<file path="config.mk">
export PLATFORM = sky130hd
export DESIGN_NAME = ica_checker_array
export DESIGN_NICKNAME = d
export VERILOG_FILES = /design/src/rtl/ica_pkg.sv /design/src/rtl/ica_settle.sv /design/src/rtl/ica_detector.sv /design/src/rtl/ica_group_or.sv /design/src/rtl/ica_sig_reg.sv /design/src/rtl/ica_checker_array.sv
export SDC_FILE = /design/constraint.sdc
export NUM_CORES = 1
export LEC_CHECK = 0
export BUFFER_PORTS_ARGS = -buffer_cell sky130_fd_sc_hd__buf_2
export CORE_UTILIZATION = 50
export DETAILED_ROUTE_END_ITERATION = 10
export PLACE_DENSITY = 0.86
export REMOVE_ABC_BUFFERS = 1
export SLEW_MARGIN = 20
export SYNTH_ARGS = -nofsm -noshare
export SYNTH_HDL_FRONTEND = slang
export SYNTH_SLANG_ARGS = --single-unit
export TNS_END_PERCENT = 1
</file>
<file path="constraint.sdc">
create_clock -name clk_i -period 2.99 [get_ports clk_i]
set_input_delay 0.4485 -clock clk_i [delete_from_list [all_inputs] [get_ports clk_i]]
set_output_delay 0.4485 -clock clk_i [all_outputs]
set_load 0.02 [all_outputs]
</file>
<file path="src/rtl/ica_pkg.sv">
package ica_pkg;

    // One monitored relationship: ante site at ante_val forces cons site to cons_val
    typedef struct packed {
        int unsigned ante;
        logic        ante_val;
        int unsigned cons;
        logic        cons_val;
        int unsigned grp;
    } impl_rule_t;

    // Capture command seen by the signature register
    typedef struct packed {
        logic clr;
        logic cap;
    } cap_cmd_t;

    // Computed rule table: no stored table needed
    function automatic impl_rule_t rule_of(input int unsigned k,
                                           input int unsigned n_sites,
                                           input int unsigned n_groups);
        impl_rule_t r;
        r.ante     = k % n_sites;
        r.ante_val = k[0];
        r.cons     = (5 * k + 3) % n_sites;
        r.cons_val = k[1];
        r.grp      = k % n_groups;
        return r;
    endfunction

endpackage

</file>
<file path="src/rtl/ica_settle.sv">
module ica_settle #(
    parameter int N_SITES    = 16,
    parameter int SETTLE_CYC = 2
) (
    input  logic               clk_i,
    input  logic               rst_i,
    input  logic [N_SITES-1:0] sites_i,
    output logic               settled_o
);
    localparam int CW = $clog2(SETTLE_CYC + 1);
    localparam logic [CW-1:0] CNT_MAX = CW'(SETTLE_CYC);

    logic [N_SITES-1:0] sites_q;
    logic [CW-1:0]      stable_cnt;
    logic               same;

    assign same = (sites_i == sites_q);

    always_ff @(posedge clk_i) begin
        if (rst_i) begin
            sites_q    <= '0;
            stable_cnt <= '0;
        end else begin
            sites_q <= sites_i;
            if (!same)
                stable_cnt <= '0;
            else if (stable_cnt != CNT_MAX)
                stable_cnt <= stable_cnt + 1'b1;
        end
    end

    assign settled_o = same && (stable_cnt == CNT_MAX);

    AST_SETTLED_STABLE: assert property (@(posedge clk_i) disable iff (rst_i)
        settled_o |-> $stable(sites_i));

endmodule

</file>
<file path="src/rtl/ica_detector.sv">
module ica_detector #(
    parameter logic ANTE_VAL = 1'b1,
    parameter logic CONS_VAL = 1'b0
) (
    input  logic ante_bit_i,
    input  logic cons_bit_i,
    output logic viol_o
);
    // Fires only on the forbidden combination
    assign viol_o = (ante_bit_i == ANTE_VAL) && (cons_bit_i != CONS_VAL);
endmodule

</file>
<file path="src/rtl/ica_group_or.sv">
module ica_group_or #(
    parameter int N_SITES  = 16,
    parameter int N_IMPL   = 16,
    parameter int N_GROUPS = 4
) (
    input  logic [N_IMPL-1:0]   viol_i,
    output logic [N_GROUPS-1:0] grp_err_o
);
    for (genvar g = 0; g < N_GROUPS; g++) begin : g_grp
        logic [N_IMPL-1:0] member;
        for (genvar k = 0; k < N_IMPL; k++) begin : g_mem
            localparam ica_pkg::impl_rule_t RULE = ica_pkg::rule_of(k, N_SITES, N_GROUPS);
            if (RULE.grp == g) begin : g_in
                assign member[k] = 1'b1;
            end else begin : g_out
                assign member[k] = 1'b0;
            end
        end
        assign grp_err_o[g] = |(viol_i & member);
    end
endmodule

</file>
<file path="src/rtl/ica_sig_reg.sv">
module ica_sig_reg #(
    parameter int N_GROUPS = 4
) (
    input  logic                  clk_i,
    input  logic                  rst_i,
    input  ica_pkg::cap_cmd_t     cmd_i,
    input  logic [N_GROUPS-1:0]   grp_err_i,
    output logic [N_GROUPS-1:0]   flags_o
);
    logic [N_GROUPS-1:0] flags_q;

    always_ff @(posedge clk_i) begin
        if (rst_i)
            flags_q <= '0;
        else if (cmd_i.clr)
            flags_q <= '0;
        else if (cmd_i.cap)
            flags_q <= flags_q | grp_err_i;
    end

    assign flags_o = flags_q;

    AST_CLEAR_WINS: assert property (@(posedge clk_i) disable iff (rst_i)
        cmd_i.clr |=> (flags_q == '0));

    AST_FLAGS_STICKY: assert property (@(posedge clk_i) disable iff (rst_i)
        !cmd_i.clr |=> ((flags_q & $past(flags_q)) == $past(flags_q)));

    AST_HOLD_NO_SAMPLE: assert property (@(posedge clk_i) disable iff (rst_i)
        (!cmd_i.clr && !cmd_i.cap) |=> $stable(flags_q));

endmodule

</file>
<file path="src/rtl/ica_checker_array.sv">
module ica_checker_array #(
    parameter int N_SITES    = 16,
    parameter int N_IMPL     = 16,
    parameter int N_GROUPS   = 4,
    parameter int SETTLE_CYC = 2
) (
    input  logic                clk_i,
    input  logic                rst_i,
    input  logic [N_SITES-1:0]  sites_i,
    input  logic                sample_en_i,
    input  logic                clear_i,
    output logic [N_GROUPS-1:0] signature_o,
    output logic                any_err_o
);
    localparam int SW = (N_SITES > 1) ? $clog2(N_SITES) : 1;

    logic [N_IMPL-1:0]   viol;
    logic [N_GROUPS-1:0] grp_err;
    logic                settled;
    ica_pkg::cap_cmd_t   cmd;

    ica_settle #(.N_SITES(N_SITES), .SETTLE_CYC(SETTLE_CYC)) u_settle (
        .clk_i     (clk_i),
        .rst_i     (rst_i),
        .sites_i   (sites_i),
        .settled_o (settled)
    );

    for (genvar k = 0; k < N_IMPL; k++) begin : g_impl
        localparam ica_pkg::impl_rule_t RULE = ica_pkg::rule_of(k, N_SITES, N_GROUPS);
        localparam logic [SW-1:0] A_IDX = SW'(RULE.ante);
        localparam logic [SW-1:0] C_IDX = SW'(RULE.cons);
        ica_detector #(.ANTE_VAL(RULE.ante_val), .CONS_VAL(RULE.cons_val)) u_det (
            .ante_bit_i (sites_i[A_IDX]),
            .cons_bit_i (sites_i[C_IDX]),
            .viol_o     (viol[k])
        );
    end

    ica_group_or #(.N_SITES(N_SITES), .N_IMPL(N_IMPL), .N_GROUPS(N_GROUPS)) u_or (
        .viol_i    (viol),
        .grp_err_o (grp_err)
    );

    assign cmd.clr = clear_i;
    assign cmd.cap = sample_en_i && settled;

    ica_sig_reg #(.N_GROUPS(N_GROUPS)) u_sig (
        .clk_i     (clk_i),
        .rst_i     (rst_i),
        .cmd_i     (cmd),
        .grp_err_i (grp_err),
        .flags_o   (signature_o)
    );

    assign any_err_o = |signature_o;

    AST_ERR_NEEDS_SAMPLE: assert property (@(posedge clk_i) disable iff (rst_i)
        $rose(any_err_o) |-> ($past(sample_en_i) && !$past(clear_i)));

    AST_NEW_BIT_HAS_CAUSE: assert property (@(posedge clk_i) disable iff (rst_i)
        ((signature_o & ~$past(signature_o)) != '0) |-> $past(grp_err != '0));

endmodule

</file>
After elaboration in Yosys (flattened, before gate mapping)
Cells that the tools add are included.

Logic and storage cells: 46. Register bits: 22. Input bits: 20. Output and inout port bits: 5.

Eq/ne operators: 3. Reductions and logical operators: 25. Bitwise gates (word level): 14. Add/sub/neg operators: 1.

Operators by type and width (number): $reduce_or A4 Y1 (5); $logic_and A1 B1 Y1 (18); $eq A16 B16 Y1 (1); $not A1 Y1 (13); $or A4 B4 Y4 (1); $reduce_or A2 Y1 (2); $add A2 B1 Y2 const B (1); $eq A2 B2 Y1 const B (1); $ne A2 B2 Y1 const B (1).

Logic depth before layout (Yosys ltp)
Gate-level depths: netlist of run 1.

Depth in word-level cells: 4. Depth in mapped cells: 5. Mapped depth without buffers: 5.

Modules after synthesis
From an unflattened synthesis of run 1, not the netlist that was laid out.

Cell total of the unflattened synthesis: 99. Area, all modules: 1026.0 um^2.

Modules (own cells, without submodules): ica_settle (seq. area each 360.3 um^2, area an instance 711.9 um^2, instances 1, cells an instance 65); ica_sig_reg (seq. area each 80.1 um^2, area an instance 120.1 um^2, instances 1, cells an instance 12); ica_detector at g_impl[0].u_det ... (seq. area each 0.0 um^2, area an instance 13.8 um^2, instances 8, cells an instance 1); ica_group_or (seq. area each 0.0 um^2, area an instance 30.0 um^2, instances 1, cells an instance 4); ica_detector at g_impl[13].u_det ... (seq. area each 0.0 um^2, area an instance 6.3 um^2, instances 4, cells an instance 1); ica_detector at g_impl[10].u_det ... (seq. area each 0.0 um^2, area an instance 3.8 um^2, instances 4, cells an instance 1); ica_checker_array (seq. area each 0.0 um^2, area an instance 13.8 um^2, instances 1, cells an instance 2).

Worst setup path before layout of run 1
OpenSTA, ideal clock, no wires.

Path type: reg-to-output. Start: reg u_sig.flags_q[0] (netlist: u_sig.flags_o[0]). End: out any_err_o. Stages on the path, launching flop included: 2. Slack: 1.529 ns. Buffers on the path: 0. Arrival time: 1.012 ns. Data required time: 2.542 ns. Path through: dfxtp_1 -> or4_1.

Cells in the longest elaborated chain, start to end: 1.

RTL lines: start, declared (RTL line ica_sig_reg.sv:10) `logic [N_GROUPS-1:0] flags_q;`; start signal, assigned (RTL line ica_sig_reg.sv:18) `flags_q <= flags_q | grp_err_i;`; $reduce_or A4 Y1 (RTL line ica_checker_array.sv:56) `assign any_err_o = |signature_o;`; end, declared (RTL line ica_checker_array.sv:13) `output logic any_err_o`.

No other way between the ends.

Worst setup path after layout of run 1
Same ends and word-level chain as after synthesis.

==> tab_implementation.tex, run 1 <==
\begin{tabular}{lr}
\hline
Metric & Value \\
\hline
\multicolumn{2}{l}{\textbf{Outcome}} \\
\quad Status & finished, final reports clean \\
\multicolumn{2}{l}{\textbf{Floorplan}} \\
\quad \# IOs & 25 \\
\quad Core Box Area & 1594 um\^{}2 \\
\quad Starting utilization of the core area & 56.20\% \\
\quad Row count & 14 \\
\quad X dimension of the die & 44.33 um \\
\quad Die span in y & 44.33 um \\
\quad Total Die Area & 1965 um\^{}2 \\
\multicolumn{2}{l}{\textbf{Clock network}} \\
\quad Quantity of gates resized following cts & 0 \\
\quad CTS tree & built \\
\quad Total CTS buffers & 3 \\
\quad Clock latency on the worst-skew pair & 300 ps \\
\quad Setup repair bufs after CTS & 0 \\
\quad Maximum number of buffers from clock root to sink & 2 \\
\quad Hold-fix buffer count after cts & 0 \\
\quad Clock-pin slew reported for the worst setup and hold paths after clock tree synthesis & 110 ps \\
\quad Htree depth & 1 \\
\quad Total clock sinks & 22 \\
\quad Clock Root Buffer & sky130\_fd\_sc\_hd\_\_clkbuf\_4 \\
\multicolumn{2}{l}{\textbf{Power}} \\
\quad Clock share of power & 25.9\% \\
\quad Register share of total power & 61.8\% \\
\quad Reported net switching power & 120.8 uW \\
\quad Combinational group share of total power & 12.3\% \\
\quad Internal Pwr Total & 380.0 uW \\
\quad Switching share of power & 24.12\% \\
\quad Post-route total power & 500.8 uW \\
\quad Static power due to leakage & 0.0005052 uW \\
\quad Cell Pwr Density & 472.0 nW/um\^{}2 \\
\quad Maximum VDD drop & 0.2815 mV \\
\multicolumn{2}{l}{\textbf{Detailed routing}} \\
\quad Final Routed Wirelength & 1799 um \\
\quad Vias per inst & 5.217 \\
\quad Number of search-and-repair iterations in the first detailed-routing pass & 4 \\
\quad Total number of vias & 746 \\
\quad Final routed DRC violation total & 0 \\
\quad Initial detailed-routing violation count & 20 \\
\quad Count of antenna-violating nets left after detailed routing & 0 \\
\quad Routed wirelength normalized by instance count & 12.58 um \\
\multicolumn{2}{l}{\textbf{STA}} \\
\quad Headroom to the max-slew limit & 77.54\% \\
\quad Final total negative setup slack & 0 ps \\
\quad Number of hold violations in the final report & 0 \\
\quad Fmax achieved & 561.4 MHz \\
\quad Setup Viol. Count Final & 0 \\
\quad Final critical path time including I/O delays and setup & 1781 ps \\
\quad Setup repair after global routing missed its margin & false \\
\quad Worst-margin pin slew & 333.8 ps \\
\quad Final worst path period share & 59.58\% \\
\quad Setup skew after layout & 8.400 ps \\
\quad Final-report max-slew violation count & 0 \\
\multicolumn{2}{l}{\textbf{Critical path}} \\
\quad Crit end category & primary output \\
\quad Required time worst endpoint & 2540 ps \\
\quad Startpoint class of the critical path & register \\
\quad WS Path Type & reg -> out \\
\quad WP data arrival & 1330 ps \\
\quad Largest driver fanout on the critical path & 3 \\
\multicolumn{2}{l}{\textbf{Logic synthesis}} \\
\quad Share of flip-flops with an asynchronous set or reset after synthesis & 0\% \\
\quad Summed instance area of the synthesized netlist & 895.9 um\^{}2 \\
\quad Netlist cell types & 19 \\
\quad Share of the yosys chip area belonging to registers & 49.16\% \\
\quad Count of flip-flops with a built-in enable after synthesis & 0 \\
\quad Count of warnings emitted by yosys & 0 \\
\quad Cells after Synth & 94 \\
\quad Post-synth top flop & sky130\_fd\_sc\_hd\_\_dfxtp\_1 \\
\quad Synthesized area per cell & 9.530 um\^{}2 \\
\quad Flip-flop and latch count after synthesis & 22 \\
\multicolumn{2}{l}{\textbf{Cells and area}} \\
\quad Number of nets at the end of the flow & 142 \\
\quad Combined flip-flop and latch cell area & 440.4 um\^{}2 \\
\quad Count of antenna diodes in the layout & 0 \\
\quad Fraction of final layout cells with drive strength greater than 1 & 22.69\% \\
\quad Fillers & 135 \\
\quad Area overhead of the layout relative to synthesis & 18.44\% \\
\quad Most frequent standard cell in the layout excluding fill and tap cells & sky130\_fd\_sc\_hd\_\_buf\_2 \\
\quad Total area of multi-input combinational cells & 421.7 um\^{}2 \\
\quad Top library cells by usage in the layout, fill and taps aside & sky130\_fd\_sc\_hd\_\_buf\_2, sky130\_fd\_sc\_hd\_\_dfxtp\_1, sky130\_fd\_sc\_hd\_\_xor2\_1, sky130\_fd\_sc\_hd\_\_nor2b\_1, sky130\_fd\_sc\_hd\_\_nor2\_1 \\
\multicolumn{2}{l}{\textbf{Placed design}} \\
\quad Port buffer count & 24 \\
\quad Final weighted congestion of routability-driven global placement & 0.8444 \\
\quad Dpl hpwl & 1398 um \\
\multicolumn{2}{l}{\textbf{Hold path}} \\
\quad Tightest Hold Check Type & in -> reg \\
\multicolumn{2}{l}{\textbf{Global route}} \\
\quad Overflow after GRT & 0 \\
\quad Antenna violations before repair & 0 \\
\quad Maximum number of pins on one net before global-route repair & 20 \\
\quad First-pass GRT wire length & 2967 um \\
\quad Vias in the first global route & 707 \\
\quad Total global-route track usage & 20.92\% \\
\multicolumn{2}{l}{\textbf{Run}} \\
\quad Count of maximum capacitance violations & 0 \\
\hline
\end{tabular}
==> kinds of logic after synthesis <==
family                   count (synthesis)  share of synthesized area, %
AND/OR/NAND/NOR                         32                         18.43
flip-flops                              22                         49.16
buffers and inverters                    9                         3.771
adder cells (fa/ha/maj)                  1                         1.396
AO/OA/AOI/OAI                           13                         10.61
XOR/XNOR                                17                         16.62
==> synth_stat cells, types with 2 or more instances <==
library cell / instances / share of area (%)
sky130_fd_sc_hd__nor2_1: 9 / 3.8
sky130_fd_sc_hd__dfxtp_1: 22 / 49
sky130_fd_sc_hd__o31ai_1: 4 / 3.4
sky130_fd_sc_hd__a221oi_1: 3 / 2.9
sky130_fd_sc_hd__o22ai_1: 4 / 2.8
sky130_fd_sc_hd__xor2_1: 17 / 17
sky130_fd_sc_hd__nor2b_1: 10 / 7.0
sky130_fd_sc_hd__nor4_1: 4 / 2.8
sky130_fd_sc_hd__nand2_1: 4 / 1.7
sky130_fd_sc_hd__inv_1: 7 / 2.9
sky130_fd_sc_hd__nor3_1: 2 / 1.1
==> final timing paths <==
path | slack [ps] | end | start | depth (start not counted)
setup / recovery | 1210 | any_err_o | u_sig.flags_o[0] | 2
hold / removal | 400 | u_settle.sites_q[4] | sites_i[4] | 3
setup reg to reg | 1490 | u_sig.flags_o[1] | u_settle.sites_q[5] | 4
hold reg to reg | 490 | u_sig.flags_o[0] | u_sig.flags_o[0] | 2
==> flip-flops by register name, indices dropped and copies added, names as in the netlist <==
name,cells
u_settle.sites_q,16
u_sig.flags_o,4
u_settle.stable_cnt,2
==> routing by layer <==
layer	GRT usage (%)	part of all wire (%)	vias up
met2	36.18	48	25
met3	2.449	4.3	4
met5	0	0	-
met1	26.09	46	345
met4	9.091	1.1	0
li1	-	-	372
==> power groups by stage <==
stage | sequential (uW) | combinational [uW] | clock, uW
finish | 309 | 61.6 | 130
floorplan | 315 | 31.0 | 0
global route | 310 | 68.9 | 143
global placement | 316 | 59.4 | 0
CTS | 309 | 61.4 | 132
detailed placement | 316 | 60.9 | 0
==> stage by stage <==
step / worst slack [ps] / instances / util [%] / hold WS (ps) / instance area [um^2]
4_1_cts: 1203 / 143 / 66.56 / 401.1 / 1061
2_1_floorplan: 1529 / 92 / - / 511.5 / 888.4
6_report: 1209 / 143 / 66.56 / 401.1 / 1061
3_3_place_gp: 1282 / 140 / 65.15 / 453.8 / 1039
3_5_place_dp: 1220 / 140 / 65.15 / 467.6 / 1039
5_1_grt: 1167 / 143 / 66.56 / 408.9 / 1061
==> critical path: stages (launching register included) <==
cell and delay, ps:
sky130_fd_sc_hd__dfxtp_1 330, sky130_fd_sc_hd__or4_1 520, sky130_fd_sc_hd__buf_2 170
==> cell type report <==
cell class              count  area share [%]
well taps                  24           2.830
repair buffers             24           11.32
clock buffers               3           2.123
inverters                   7           2.476
multi-input cells          63           39.74
flip-flops and latches     22           41.51
(Power assumes the default switching activity.)
==> run 2, diff against run 1 <==
--- a/config.mk
+++ b/config.mk
@@ -6,9 +6,9 @@
 export NUM_CORES = 1
 export LEC_CHECK = 0
 export BUFFER_PORTS_ARGS = -buffer_cell sky130_fd_sc_hd__buf_2
-export CORE_UTILIZATION = 50
+export CORE_UTILIZATION = 49
 export DETAILED_ROUTE_END_ITERATION = 10
-export PLACE_DENSITY = 0.86
+export PLACE_DENSITY = 0.85
 export REMOVE_ABC_BUFFERS = 1
 export SLEW_MARGIN = 20
 export SYNTH_ARGS = -nofsm -noshare
==> constraint.sdc (replaced) <==
create_clock -name clk_i -period 1.7 [get_ports clk_i]
set_input_delay 0.255 -clock clk_i [delete_from_list [all_inputs] [get_ports clk_i]]
set_output_delay 0.255 -clock clk_i [all_outputs]
set_load 0.02 [all_outputs]
==> run 2 against run 1 <==
- die area grew 1.9%
- first-iteration DRC count shrank 20%
- worst hold slack lost 190 ps
- critical path depth is the same
- clock power grew 75%
- sequential power grew 76%
- utilization shrank 4.2 points
- largest cell class unchanged
==> tab_implementation.tex, run 2 (synthesis gave the netlist of run 1 again) <==
\begin{tabular}{lr}
\hline
Metric & Value \\
\hline
\multicolumn{2}{l}{\textbf{Critical path}} \\
\quad Crit end category & primary output \\
\quad Required time worst endpoint & 1440 ps \\
\quad Largest driver fanout on the critical path & 3 \\
\quad Startpoint class of the critical path & register \\
\quad WS Path Type & reg -> out \\
\quad WP data arrival & 1330 ps \\
\multicolumn{2}{l}{\textbf{Detailed routing}} \\
\quad Final routed DRC violation total & 0 \\
\quad Total number of vias & 767 \\
\quad Count of antenna-violating nets left after detailed routing & 0 \\
\quad Final Routed Wirelength & 1975 um \\
\quad Initial detailed-routing violation count & 16 \\
\quad Number of search-and-repair iterations in the first detailed-routing pass & 4 \\
\quad Vias per inst & 5.290 \\
\quad Routed wirelength normalized by instance count & 13.62 um \\
\multicolumn{2}{l}{\textbf{Cells and area}} \\
\quad Fillers & 155 \\
\quad Largest reg by FF count & u\_settle.sites\_q \\
\quad Total area of multi-input combinational cells & 427.9 um\^{}2 \\
\quad Area overhead of the layout relative to synthesis & 20.11\% \\
\quad Fraction of final layout cells with drive strength greater than 1 & 24.17\% \\
\quad Top library cells by usage in the layout, fill and taps aside & sky130\_fd\_sc\_hd\_\_buf\_2, sky130\_fd\_sc\_hd\_\_dfxtp\_1, sky130\_fd\_sc\_hd\_\_xor2\_1, sky130\_fd\_sc\_hd\_\_nor2b\_1, sky130\_fd\_sc\_hd\_\_nor2\_1 \\
\quad Most frequent standard cell in the layout excluding fill and tap cells & sky130\_fd\_sc\_hd\_\_buf\_2 \\
\quad Combined flip-flop and latch cell area & 440.4 um\^{}2 \\
\quad Number of non-filler instances in the completed layout & 145 \\
\quad Max reg flops & 16 \\
\quad Count of antenna diodes in the layout & 0 \\
\quad Number of nets at the end of the flow & 143 \\
\multicolumn{2}{l}{\textbf{Global route}} \\
\quad Total global-route track usage & 23.71\% \\
\quad Maximum number of pins on one net before global-route repair & 19 \\
\quad First-pass GRT wire length & 3284 um \\
\quad Antenna violations before repair & 0 \\
\quad Vias in the first global route & 745 \\
\quad Overflow after GRT & 0 \\
\multicolumn{2}{l}{\textbf{Power}} \\
\quad Cell Pwr Density & 824.6 nW/um\^{}2 \\
\quad Register share of total power & 61.4\% \\
\quad Reported net switching power & 216.7 uW \\
\quad Switching share of power & 24.42\% \\
\quad Maximum VDD drop & 0.4923 mV \\
\quad Clock share of power & 25.7\% \\
\quad Static power due to leakage & 0.0005105 uW \\
\quad Internal Pwr Total & 670.7 uW \\
\quad Combinational group share of total power & 12.9\% \\
\multicolumn{2}{l}{\textbf{STA}} \\
\quad Setup Viol. Count Final & 0 \\
\quad Final worst path period share & 93.18\% \\
\quad Final total negative setup slack & 0 ps \\
\quad Fmax achieved & 631.3 MHz \\
\quad Headroom to the max-slew limit & 77.44\% \\
\quad Number of hold violations in the final report & 0 \\
\quad Setup repair after global routing missed its margin & false \\
\quad Worst-margin pin slew & 335.3 ps \\
\quad Final critical path time including I/O delays and setup & 1584 ps \\
\quad Setup skew after layout & 3.412 ps \\
\quad Final-report max-slew violation count & 0 \\
\multicolumn{2}{l}{\textbf{Floorplan}} \\
\quad Row count & 15 \\
\quad X dimension of the die & 44.76 um \\
\quad Die span in y & 44.76 um \\
\quad Total Die Area & 2003 um\^{}2 \\
\quad Starting utilization of the core area & 51.88\% \\
\quad \# IOs & 25 \\
\quad Core Box Area & 1727 um\^{}2 \\
\multicolumn{2}{l}{\textbf{Clock network}} \\
\quad Clock Root Buffer & sky130\_fd\_sc\_hd\_\_clkbuf\_4 \\
\quad Clock-pin slew reported for the worst setup and hold paths after clock tree synthesis & 110 ps \\
\quad Total clock sinks & 22 \\
\quad Clock latency on the worst-skew pair & 310 ps \\
\quad CTS tree & built \\
\quad Total CTS buffers & 3 \\
\quad Maximum number of buffers from clock root to sink & 2 \\
\quad Htree depth & 1 \\
\multicolumn{2}{l}{\textbf{Placed design}} \\
\quad Post-Place Cells & 142 \\
\quad Final weighted congestion of routability-driven global placement & 0.8502 \\
\quad Port buffer count & 24 \\
\multicolumn{2}{l}{\textbf{Outcome}} \\
\quad Status & finished, final reports clean \\
\multicolumn{2}{l}{\textbf{Run}} \\
\quad Count of maximum capacitance violations & 0 \\
\multicolumn{2}{l}{\textbf{Hold path}} \\
\quad Tightest Hold Check Type & in -> reg \\
\hline
\end{tabular}
run 2: final timing paths:
path | slack, ps | end | startpoint | cells after the start
worst max-delay path | 120 | any_err_o | u_sig.flags_o[0] | 2
worst min-delay path | 210 | u_settle.sites_q[2] | sites_i[2] | 3
worst max register to register | 150 | u_sig.flags_o[3] | u_settle.sites_q[8] | 4
worst min register to register | 480 | u_sig.flags_o[1] | u_sig.flags_o[1] | 2
run 2: critical path, stage by stage (launching register included):
cell	delay, ps
sky130_fd_sc_hd__dfxtp_1	340
sky130_fd_sc_hd__or4_1	510
sky130_fd_sc_hd__buf_2	170
run 2: per-layer routing:
layer	global-route usage [%]	vias up	routed length, um
met4	12.73	0	43
met2	40.88	28	1026
li1	-	373	-
met1	27.59	362	794
met3	4.800	4	110
met5	0	-	0
run 2: repair_timing:
| item | CTS | global route |
|---|---|---|
| setup endpoints to repair | 0 | 2 |
| hold buffers | 0 | 0 |
| resized for setup | 0 | 1 |
| setup buffers | 0 | 0 |
run 2: cell type report:
cell class | count | area share, %
clock buffer | 3 | 2.093
inverter | 7 | 2.442
multi-input combinational | 63 | 39.77
sequential | 22 | 40.93
tap | 25 | 2.907
timing repair buffer | 25 | 11.86
run 2: metrics by stage:
step | area, um^2 | setup WS [ps] | total power [uW] | util, % | hold slack (ps)
6_report | 1076 | 115.9 | 887.3 | 62.32 | 212.4
2_1_floorplan | 888.4 | 432.8 | 609.0 | - | 321.7
5_1_grt | 1076 | 18.11 | 928.1 | 62.32 | 210.2
4_1_cts | 1070 | 101.7 | 892.5 | 61.96 | 200.4
3_3_place_gp | 1047 | 155.4 | 661.9 | 60.65 | 448.3
3_5_place_dp | 1047 | 90.51 | 668.1 | 60.65 | 466.8
run 2: power groups by stage:
stage | logic [uW] | registers [uW] | clock network, uW
6_report | 114 | 545 | 228
4_1_cts | 112 | 545 | 236
5_1_grt | 126 | 546 | 256
2_1_floorplan | 54.6 | 554 | 0
3_5_place_dp | 112 | 557 | 0
3_3_place_gp | 107 | 555 | 0
